===== src/rtl/uart_fifo_pkg.sv =====
package uart_fifo_pkg;

    typedef enum logic [3:0] {
        IID_NONE = 4'h1,
        IID_RDA  = 4'h4,
        IID_RLS  = 4'h6
    } iid_e;

    typedef enum logic {
        MODE_HOLD  = 1'b0,
        MODE_QUEUE = 1'b1
    } mode_e;

    typedef enum logic [1:0] {
        IRQ_IDLE = 2'd0,
        IRQ_DATA = 2'd1,
        IRQ_LINE = 2'd2
    } irq_state_e;

    function automatic logic [4:0] trig_bytes(input logic [1:0] sel);
        case (sel)
            2'b00:   trig_bytes = 5'd1;
            2'b01:   trig_bytes = 5'd4;
            2'b10:   trig_bytes = 5'd8;
            default: trig_bytes = 5'd14;
        endcase
    endfunction

endpackage


===== src/rtl/byte_fifo.sv =====
module byte_fifo #(
    parameter int DEPTH = 16,
    parameter int WIDTH = 8,
    localparam int PW = $clog2(DEPTH),
    localparam int CW = $clog2(DEPTH + 1)
) (
    input  logic             clk,
    input  logic             rst_n,
    input  logic             clr,
    input  logic             one_slot,
    input  logic             push,
    input  logic [WIDTH-1:0] din,
    input  logic             pop,
    output logic [WIDTH-1:0] dout,
    output logic [CW-1:0]    count,
    output logic             full,
    output logic             dropped
);

    logic [WIDTH-1:0] mem [DEPTH];
    logic [PW-1:0]    rd_ptr;
    logic [PW-1:0]    wr_ptr;
    logic [CW-1:0]    cnt;
    logic             take;
    logic             give;

    function automatic logic [PW-1:0] step(input logic [PW-1:0] p);
        step = (p == PW'(DEPTH - 1)) ? '0 : p + PW'(1);
    endfunction

    always_comb begin
        full    = one_slot ? (cnt != '0) : (cnt == CW'(DEPTH));
        take    = push & ~full & ~clr;
        give    = pop & (cnt != '0) & ~clr;
        dropped = push & full & ~clr;
        dout    = mem[rd_ptr];
        count   = cnt;
    end

    always_ff @(posedge clk) begin
        if (take) begin
            mem[wr_ptr] <= din;
        end
    end

    always_ff @(posedge clk) begin
        if (!rst_n || clr) begin
            rd_ptr <= '0;
            wr_ptr <= '0;
            cnt    <= '0;
        end else begin
            if (take) begin
                wr_ptr <= step(wr_ptr);
            end
            if (give) begin
                rd_ptr <= step(rd_ptr);
            end
            case ({take, give})
                2'b10:   cnt <= cnt + CW'(1);
                2'b01:   cnt <= cnt - CW'(1);
                default: cnt <= cnt;
            endcase
        end
    end

    // the count never passes the queue depth
    a_r2_no_overflow: assert property (@(posedge clk) disable iff (!rst_n)
        cnt <= CW'(DEPTH));

    // a single-slot queue never holds more than one byte
    a_r3_single_slot: assert property (@(posedge clk) disable iff (!rst_n)
        one_slot |-> cnt <= CW'(1));

    // a push that is turned away leaves the count unchanged
    a_r2_drop_keeps_count: assert property (@(posedge clk) disable iff (!rst_n)
        (dropped && !pop) |=> $stable(cnt));

endmodule


===== src/rtl/fcr_ctrl.sv =====
module fcr_ctrl
    import uart_fifo_pkg::*;
(
    input  logic       clk,
    input  logic       rst_n,
    input  logic       wr_en,
    input  logic [7:0] wr_data,
    output logic       fifo_on,
    output logic       clr_rx,
    output logic       clr_tx,
    output logic       dma_sel,
    output logic [1:0] trig_sel
);

    mode_e      mode_q;
    mode_e      mode_d;
    logic       dma_q;
    logic [1:0] trig_q;
    logic       toggle;
    logic       cfg_wr;
    logic       unused_rsvd;

    // state register
    always_ff @(posedge clk) begin
        if (!rst_n) begin
            mode_q <= MODE_HOLD;
        end else begin
            mode_q <= mode_d;
        end
    end

    // next state: ENABLE and DISABLE transitions
    always_comb begin
        mode_d = mode_q;
        unique case (mode_q)
            MODE_HOLD:  if (wr_en && wr_data[0])  mode_d = MODE_QUEUE;
            MODE_QUEUE: if (wr_en && !wr_data[0]) mode_d = MODE_HOLD;
            default:    mode_d = MODE_HOLD;
        endcase
    end

    always_ff @(posedge clk) begin
        if (!rst_n) begin
            dma_q  <= 1'b0;
            trig_q <= 2'b00;
        end else if (cfg_wr) begin
            dma_q  <= wr_data[3];
            trig_q <= wr_data[7:6];
        end
    end

    // outputs
    always_comb begin
        cfg_wr      = wr_en & wr_data[0];
        toggle      = wr_en & (wr_data[0] != (mode_q == MODE_QUEUE));
        clr_rx      = toggle | (cfg_wr & wr_data[1]);
        clr_tx      = toggle | (cfg_wr & wr_data[2]);
        fifo_on     = (mode_q == MODE_QUEUE);
        dma_sel     = fifo_on & dma_q;
        trig_sel    = trig_q;
        unused_rsvd = ^wr_data[5:4];
    end

    // a write with bit 0 clear while off leaves the mode off
    a_r7_off_stays_off: assert property (@(posedge clk) disable iff (!rst_n)
        (mode_q == MODE_HOLD && wr_en && !wr_data[0]) |=> mode_q == MODE_HOLD);

    // mode-1 signalling is never reported while queue mode is off
    a_r11_dma_needs_queue: assert property (@(posedge clk) disable iff (!rst_n)
        dma_sel |-> mode_q == MODE_QUEUE);

endmodule


===== src/rtl/rx_irq.sv =====
module rx_irq
    import uart_fifo_pkg::*;
#(
    parameter int CW = 5
) (
    input  logic          clk,
    input  logic          rst_n,
    input  logic [CW-1:0] count,
    input  logic [CW-1:0] thresh,
    input  logic          line_err,
    input  logic          overrun,
    input  logic          ls_clr,
    output iid_e          int_id
);

    irq_state_e state_q;
    irq_state_e state_d;
    logic       line_pend;
    logic       at_level;

    always_ff @(posedge clk) begin
        if (!rst_n) begin
            line_pend <= 1'b0;
        end else if (line_err || overrun) begin
            line_pend <= 1'b1;
        end else if (ls_clr) begin
            line_pend <= 1'b0;
        end
    end

    // state register
    always_ff @(posedge clk) begin
        if (!rst_n) begin
            state_q <= IRQ_IDLE;
        end else begin
            state_q <= state_d;
        end
    end

    // next state
    always_comb begin
        at_level = (count >= thresh);
        state_d  = state_q;
        unique case (state_q)
            IRQ_IDLE: begin
                if (line_pend)     state_d = IRQ_LINE;
                else if (at_level) state_d = IRQ_DATA;
            end
            IRQ_DATA: begin
                if (line_pend)      state_d = IRQ_LINE;
                else if (!at_level) state_d = IRQ_IDLE;
            end
            IRQ_LINE: begin
                if (!line_pend) state_d = at_level ? IRQ_DATA : IRQ_IDLE;
            end
            default: state_d = IRQ_IDLE;
        endcase
    end

    // outputs
    always_comb begin
        unique case (state_q)
            IRQ_DATA: int_id = IID_RDA;
            IRQ_LINE: int_id = IID_RLS;
            default:  int_id = IID_NONE;
        endcase
    end

    // pending line status wins on the next cycle
    a_r10_line_wins: assert property (@(posedge clk) disable iff (!rst_n)
        line_pend |=> int_id == IID_RLS);

    // at or above the threshold, data available is reported
    a_r8_data_level: assert property (@(posedge clk) disable iff (!rst_n)
        (!line_pend && count >= thresh) |=> int_id == IID_RDA);

    // below the threshold nothing is reported
    a_r8_below_level: assert property (@(posedge clk) disable iff (!rst_n)
        (!line_pend && count < thresh) |=> int_id == IID_NONE);

endmodule


===== src/rtl/uart_fifo_ctl.sv =====
module uart_fifo_ctl
    import uart_fifo_pkg::*;
#(
    parameter int DEPTH = 16,
    localparam int CW = $clog2(DEPTH + 1)
) (
    input  logic          clk,
    input  logic          rst_n,
    input  logic          fcr_wr,
    input  logic [7:0]    fcr_data,
    input  logic          rx_push,
    input  logic [7:0]    rx_byte,
    input  logic          rx_pop,
    output logic [7:0]    rx_head,
    output logic [CW-1:0] rx_level,
    output logic          data_ready,
    input  logic          tx_push,
    input  logic [7:0]    tx_byte,
    input  logic          tx_pop,
    output logic [7:0]    tx_head,
    output logic [CW-1:0] tx_level,
    input  logic          line_err,
    input  logic          ls_clr,
    output logic [3:0]    int_id,
    output logic          rxrdy,
    output logic          txrdy,
    output logic          dma_mode1
);

    logic          fifo_on;
    logic          clr_rx;
    logic          clr_tx;
    logic          dma_sel;
    logic [1:0]    trig_sel;
    logic [CW-1:0] rx_thresh;
    logic          rx_full;
    logic          rx_drop;
    logic          tx_full;
    logic          tx_drop;
    logic          unused_tx;
    iid_e          iid;

    fcr_ctrl u_fcr (
        .clk      (clk),
        .rst_n    (rst_n),
        .wr_en    (fcr_wr),
        .wr_data  (fcr_data),
        .fifo_on  (fifo_on),
        .clr_rx   (clr_rx),
        .clr_tx   (clr_tx),
        .dma_sel  (dma_sel),
        .trig_sel (trig_sel)
    );

    byte_fifo #(.DEPTH(DEPTH), .WIDTH(8)) u_rxq (
        .clk      (clk),
        .rst_n    (rst_n),
        .clr      (clr_rx),
        .one_slot (~fifo_on),
        .push     (rx_push),
        .din      (rx_byte),
        .pop      (rx_pop),
        .dout     (rx_head),
        .count    (rx_level),
        .full     (rx_full),
        .dropped  (rx_drop)
    );

    byte_fifo #(.DEPTH(DEPTH), .WIDTH(8)) u_txq (
        .clk      (clk),
        .rst_n    (rst_n),
        .clr      (clr_tx),
        .one_slot (~fifo_on),
        .push     (tx_push),
        .din      (tx_byte),
        .pop      (tx_pop),
        .dout     (tx_head),
        .count    (tx_level),
        .full     (tx_full),
        .dropped  (tx_drop)
    );

    rx_irq #(.CW(CW)) u_irq (
        .clk      (clk),
        .rst_n    (rst_n),
        .count    (rx_level),
        .thresh   (rx_thresh),
        .line_err (line_err),
        .overrun  (rx_drop),
        .ls_clr   (ls_clr),
        .int_id   (iid)
    );

    always_comb begin
        rx_thresh  = fifo_on ? CW'(trig_bytes(trig_sel)) : CW'(1);
        data_ready = (rx_level != '0);
        rxrdy      = dma_sel ? (rx_level >= rx_thresh) : data_ready;
        txrdy      = dma_sel ? ~tx_full : (tx_level == '0);
        dma_mode1  = dma_sel;
        int_id     = iid;
        unused_tx  = tx_drop ^ rx_full;
    end

    // a mode change empties both queues
    a_r4_mode_change_clears: assert property (@(posedge clk) disable iff (!rst_n)
        (fcr_wr && (fcr_data[0] != fifo_on)) |=> (rx_level == '0 && tx_level == '0));

    // receive flush empties the receive queue
    a_r5_rx_flush: assert property (@(posedge clk) disable iff (!rst_n)
        (fcr_wr && fcr_data[0] && fcr_data[1]) |=> rx_level == '0);

    // transmit flush empties the transmit queue
    a_r6_tx_flush: assert property (@(posedge clk) disable iff (!rst_n)
        (fcr_wr && fcr_data[0] && fcr_data[2]) |=> tx_level == '0);

    // data_ready only rises after a receive push
    a_r9_ready_after_push: assert property (@(posedge clk) disable iff (!rst_n)
        $rose(data_ready) |-> $past(rx_push));

endmodule


===== config.mk =====
export PLATFORM = sky130hd
export DESIGN_NAME = uart_fifo_ctl
export DESIGN_NICKNAME = d
export VERILOG_FILES = /design/src/rtl/uart_fifo_pkg.sv /design/src/rtl/byte_fifo.sv /design/src/rtl/fcr_ctrl.sv /design/src/rtl/rx_irq.sv /design/src/rtl/uart_fifo_ctl.sv
export SDC_FILE = /design/constraint.sdc
export NUM_CORES = 1
export LEC_CHECK = 0
export ABC_AREA = 1
export BUFFER_PORTS_ARGS = -buffer_cell sky130_fd_sc_hd__buf_2
export CORE_MARGIN = 1.5
export CORE_UTILIZATION = 61
export DETAILED_ROUTE_END_ITERATION = 10
export GPL_ROUTABILITY_DRIVEN = 0
export PLACE_DENSITY = 0.78
export SETUP_SLACK_MARGIN = 0.02
export SYNTH_ARGS = -nofsm -noshare
export SYNTH_HDL_FRONTEND = slang
export SYNTH_SLANG_ARGS = --single-unit

===== constraint.sdc =====
create_clock -name clk -period 3 [get_ports clk]
set_input_delay 0.45 -clock clk [delete_from_list [all_inputs] [get_ports clk]]
set_output_delay 0.45 -clock clk [all_outputs]
set_load 0.005 [all_outputs]

==> results by stage <==
GRT:
- The total track usage is approximately a quarter.
- The total congestion overflow after global routing is 0.
- The wire length of the first global-routing pass is about 43 mm.
- The number of antenna violations at the first check in global routing was 0.
- Entering global routing, the biggest net connects 65 pins.
- The via count of the first global-routing pass was between 8000 and 9000.

Clock network:
- Clock-pin slew was measured on the worst setup and hold paths at roughly 0.070 ns.
- The total number of clock tree sinks is a little under 300.
- No sink is reached through more buffers than the 3 on the longest clock path.
- Clock tree synthesis selected as its root buffer the cell clkbuf_16.
- After clock tree synthesis, the flow added hold-fix buffers numbering 0.
- Once the clock tree was built, the setup fixing pass inserted 0 buffers.
- The insertion delay to the later sink of the worst-skew pair is between 0.5 and 0.6 ns.
- In this run, post-CTS repair resized a total of 0 instances.
- In this run the number of H-tree levels came out at 1.
- The number of clock buffers added by TritonCTS is 30.
- The TritonCTS clock tree is done.

Detailed routing:
- The total vias in the final route is 8425.
- The via count normalized by instance count is 5.731.
- The detailed router's first-iteration violation count is 816.
- In the final routed layout, each cell accounts on average for 18.40 um.
- The post-detailed-route DRC marker count is 0.
- For this run, the detailed router's first-pass iteration total came to 6.
- The total wire length is 27.04 mm.
- Once detail routing completed, the nets flagged for antenna violations numbered 0.

Power:
- The total power density per cell area is around 780 mW/mm^2.
- The internal power of the cells totals between 7 and 8 mW.
- The share of total power in the clock network is between 30% and 40%.
- The combinational share of power is 23.0%.
- The net switching power is ~3.3 mW.
- After layout, the design draws a total of around 11 mW.
- Across the VDD grid, the largest voltage drop is 0.0006391 V.
- The switching portion of total power is 29.79%.
- The sequential group share of total power is a little over two fifths.
- The static leakage power is roughly 5.2 nW.

Die:
- The core region is between 0.02 and 0.025 sq mm.
- The floorplan step defined a die boundary enclosing between 0.02 and 0.025 sq mm.
- The floorplan has 52 rows.
- From left edge to right edge, the die measures between 100 and 150 um.
- between 60 and 70 I/O pins were placed.
- The overall die height is between 100 and 150 um.
- Once the floorplan was initialized, standard cells occupied between 60 and 70% of the core.

Critical path:
- The slowest stage of the critical path is the inv_2 cell.
- For this run, the slowest stage of the critical path takes 0.39 ns.
- The critical path arrival is roughly 2.4 ns.
- The critical path goes through inv_2 > buf_4 > nor2_1 > nor2_1 > o21ai_0 > o211ai_1 > nand3_1 > nand2_1 > buf_2.
- The required time of the worst setup path is 2.55 ns.
- The startpoint kind of the worst setup timing path is a flip-flop.
- The cell repeated most along the worst path is nor2_1.
- The worst setup path is captured at an output pin.
- The critical path is of the flip-flop to output pin type.
- The peak fanout along the critical path is 27.

Finish:
- The final net count is 1239.
- The area growth from synthesis to layout is 14.04%.
- The proportion of layout cells with a drive suffix above 1 is between 10% and 20%.
- The top cell types in the final layout, fill and taps aside, are edfxtp_1, nor2_1, o21ai_0.
- The number of inserted diodes is 0.
- Leaving out fill and tap cells, the most frequent cell in the layout is edfxtp_1.
- For this run, the share of the core covered by cells in the final layout is between 70% and 80%.
- The finished cells cover between 0.01 and 0.015 sq mm.

Timing:
- The relative slew slack is between 40% and 50%.
- The period utilization is between 90% and 100%.
- The post-layout minimum cycle time is 2.826 ns.
- The total negative slack is 0 ns.
- At the pin with the least slew margin, the transition time is just under 0.8 ns.
- Setup violations remaining at the end of the flow were counted as 0.
- The count of final max-slew check failures is 0.
- The total count of hold-check failures in the final report is 0.
- The worst setup skew after layout is ~0.016 ns.
- Setup repair after global routing left no endpoint under its margin.
- Static timing analysis puts the maximum clock frequency at approximately 350 MHz.

Logic synthesis:
- The average instance in the mapped netlist occupies approximately 11 sq um.
- The dominant register cell in the synthesized netlist is edfxtp_1.
- In the synthesized netlist the async set-or-reset flop fraction comes to 0%.
- The summed instance area of the synthesized netlist is between 0.01 and 0.015 sq mm.
- The synthesized design spends more area on one cell type than any other, namely edfxtp_1.
- Of the synthesized area, sequential elements account for about 68%.
- The net count of the mapped netlist is between 1000 and 1500.
- Yosys mapped a number of flops with a built-in enable equal to around 260.
- In this run, synthesis produced a sequential element count of ~300.
- The number of instances in the synthesized netlist is between 1000 and 1500.
- The yosys synthesis warning count is 0.
- In the post-synthesis netlist, the biggest area contributors are edfxtp_1, nor2_1, dfxtp_1.
- The fraction of post-synthesis cell area in the top cell type by area is roughly three fifths.
- The netlist uses 37 different library cells.

Min path:
- The worst min-delay path class is primary input to flip-flop.

Placed design:
- The post-place instance area is 0.01328 sq mm.
- The count of buffers inserted at the top-level ports is 63.
- The total half-perimeter wirelength after legalization and detailed placement is roughly 17 mm.

Run status:
- The run finished with clean final reports.

Run:
- The number of max-capacitance violations reported is 0.
## metrics by stage
stage          setup slack, ns  cells  hold WS [ns]
6_report                0.1739   1470        0.1625
5_1_grt                0.02383   1470        0.1709
4_1_cts                 0.1576   1470        0.1569
3_5_place_dp            0.4213   1415        0.4735
3_3_place_gp            0.5065   1415        0.4678
2_1_floorplan           0.7755   1092        0.4470
## metal layers
layer  GRT usage [%]  routed length (um)  up-vias  share of wire (%)
li1                -                   -     4053                  -
met5               0                   0        -                  0
met3           3.469                1898       42                7.0
met2           43.41               13400      336                 50
met4           7.374                 493        0                1.8
met1           35.01               11250     3994                 42
## registers in the layout, summed over array words and instances, names as in the netlist, named ones only
name	flops
u_rxq.mem	128
u_txq.mem	128
u_rxq.count	5
u_txq.count	5
u_rxq.rd_ptr	4
u_rxq.wr_ptr	4
u_txq.rd_ptr	4
u_txq.wr_ptr	4
u_fcr.trig_sel	2
u_irq.state_q	2
u_fcr.dma_q	1
u_irq.line_pend	1
## logic make-up after synthesis
group	count (synthesis)	synth area share (%)
flip-flops	297	67.97
AO/OA/AOI/OAI	245	11.48
buffers and inverters	114	3.678
AND/OR/NAND/NOR	395	13.05
XOR/XNOR	11	0.7696
other	1	0.02996
adder cells (fa/ha/maj)	29	3.018
## area by class of cell
class                   count  area (sq um)
clock buffers              43         840.8
multi-input cells         681          3550
fillers                  1422          5893
well taps                 270         337.8
inverters                  64         242.7
clock inverters            12         153.9
flip-flops and latches    297          8511
repair buffers            103         640.6
## critical path, delay by kind of cell, from the launching register on
family          cells  cell delay [ns]
compound gates      2             0.27
buf+inv             3             0.83
flops               1             0.32
simple gates        4             0.39
## synthesized netlist by cell type, drive strengths merged (17+ instances only)
master  instances
buf            17
nand3          44
ha             27
a21oi          17
o211ai         41
clkbuf         33
nor2          244
o221ai         23
inv            62
nand2          98
o21ai         155
edfxtp        256
dfxtp          41
## worst paths after layout
kind / startpoint / endpoint / cells past startpoint / slack (ns)
max reg2reg: u_rxq.count[1] / u_rxq.count[4] / 15 / 0.53
min reg2reg: u_txq.rd_ptr[2] / flip-flop / 2 / 0.48
max: flip-flop / tx_head[6] / 9 / 0.17
min: fcr_data[3] / u_fcr.dma_q / 3 / 0.16
## power groups by stage
stage	Combinational, mW	Clock (mW)	Sequential, mW
after floorplan	1.71	0	4.88
after global placement	2.48	0	4.91
after detailed placement	2.55	0	4.92
after CTS	2.56	3.75	4.84
after global routing	2.89	3.92	4.86
final	2.56	3.73	4.84
Note: power is estimated with default switching activity, not from simulation.
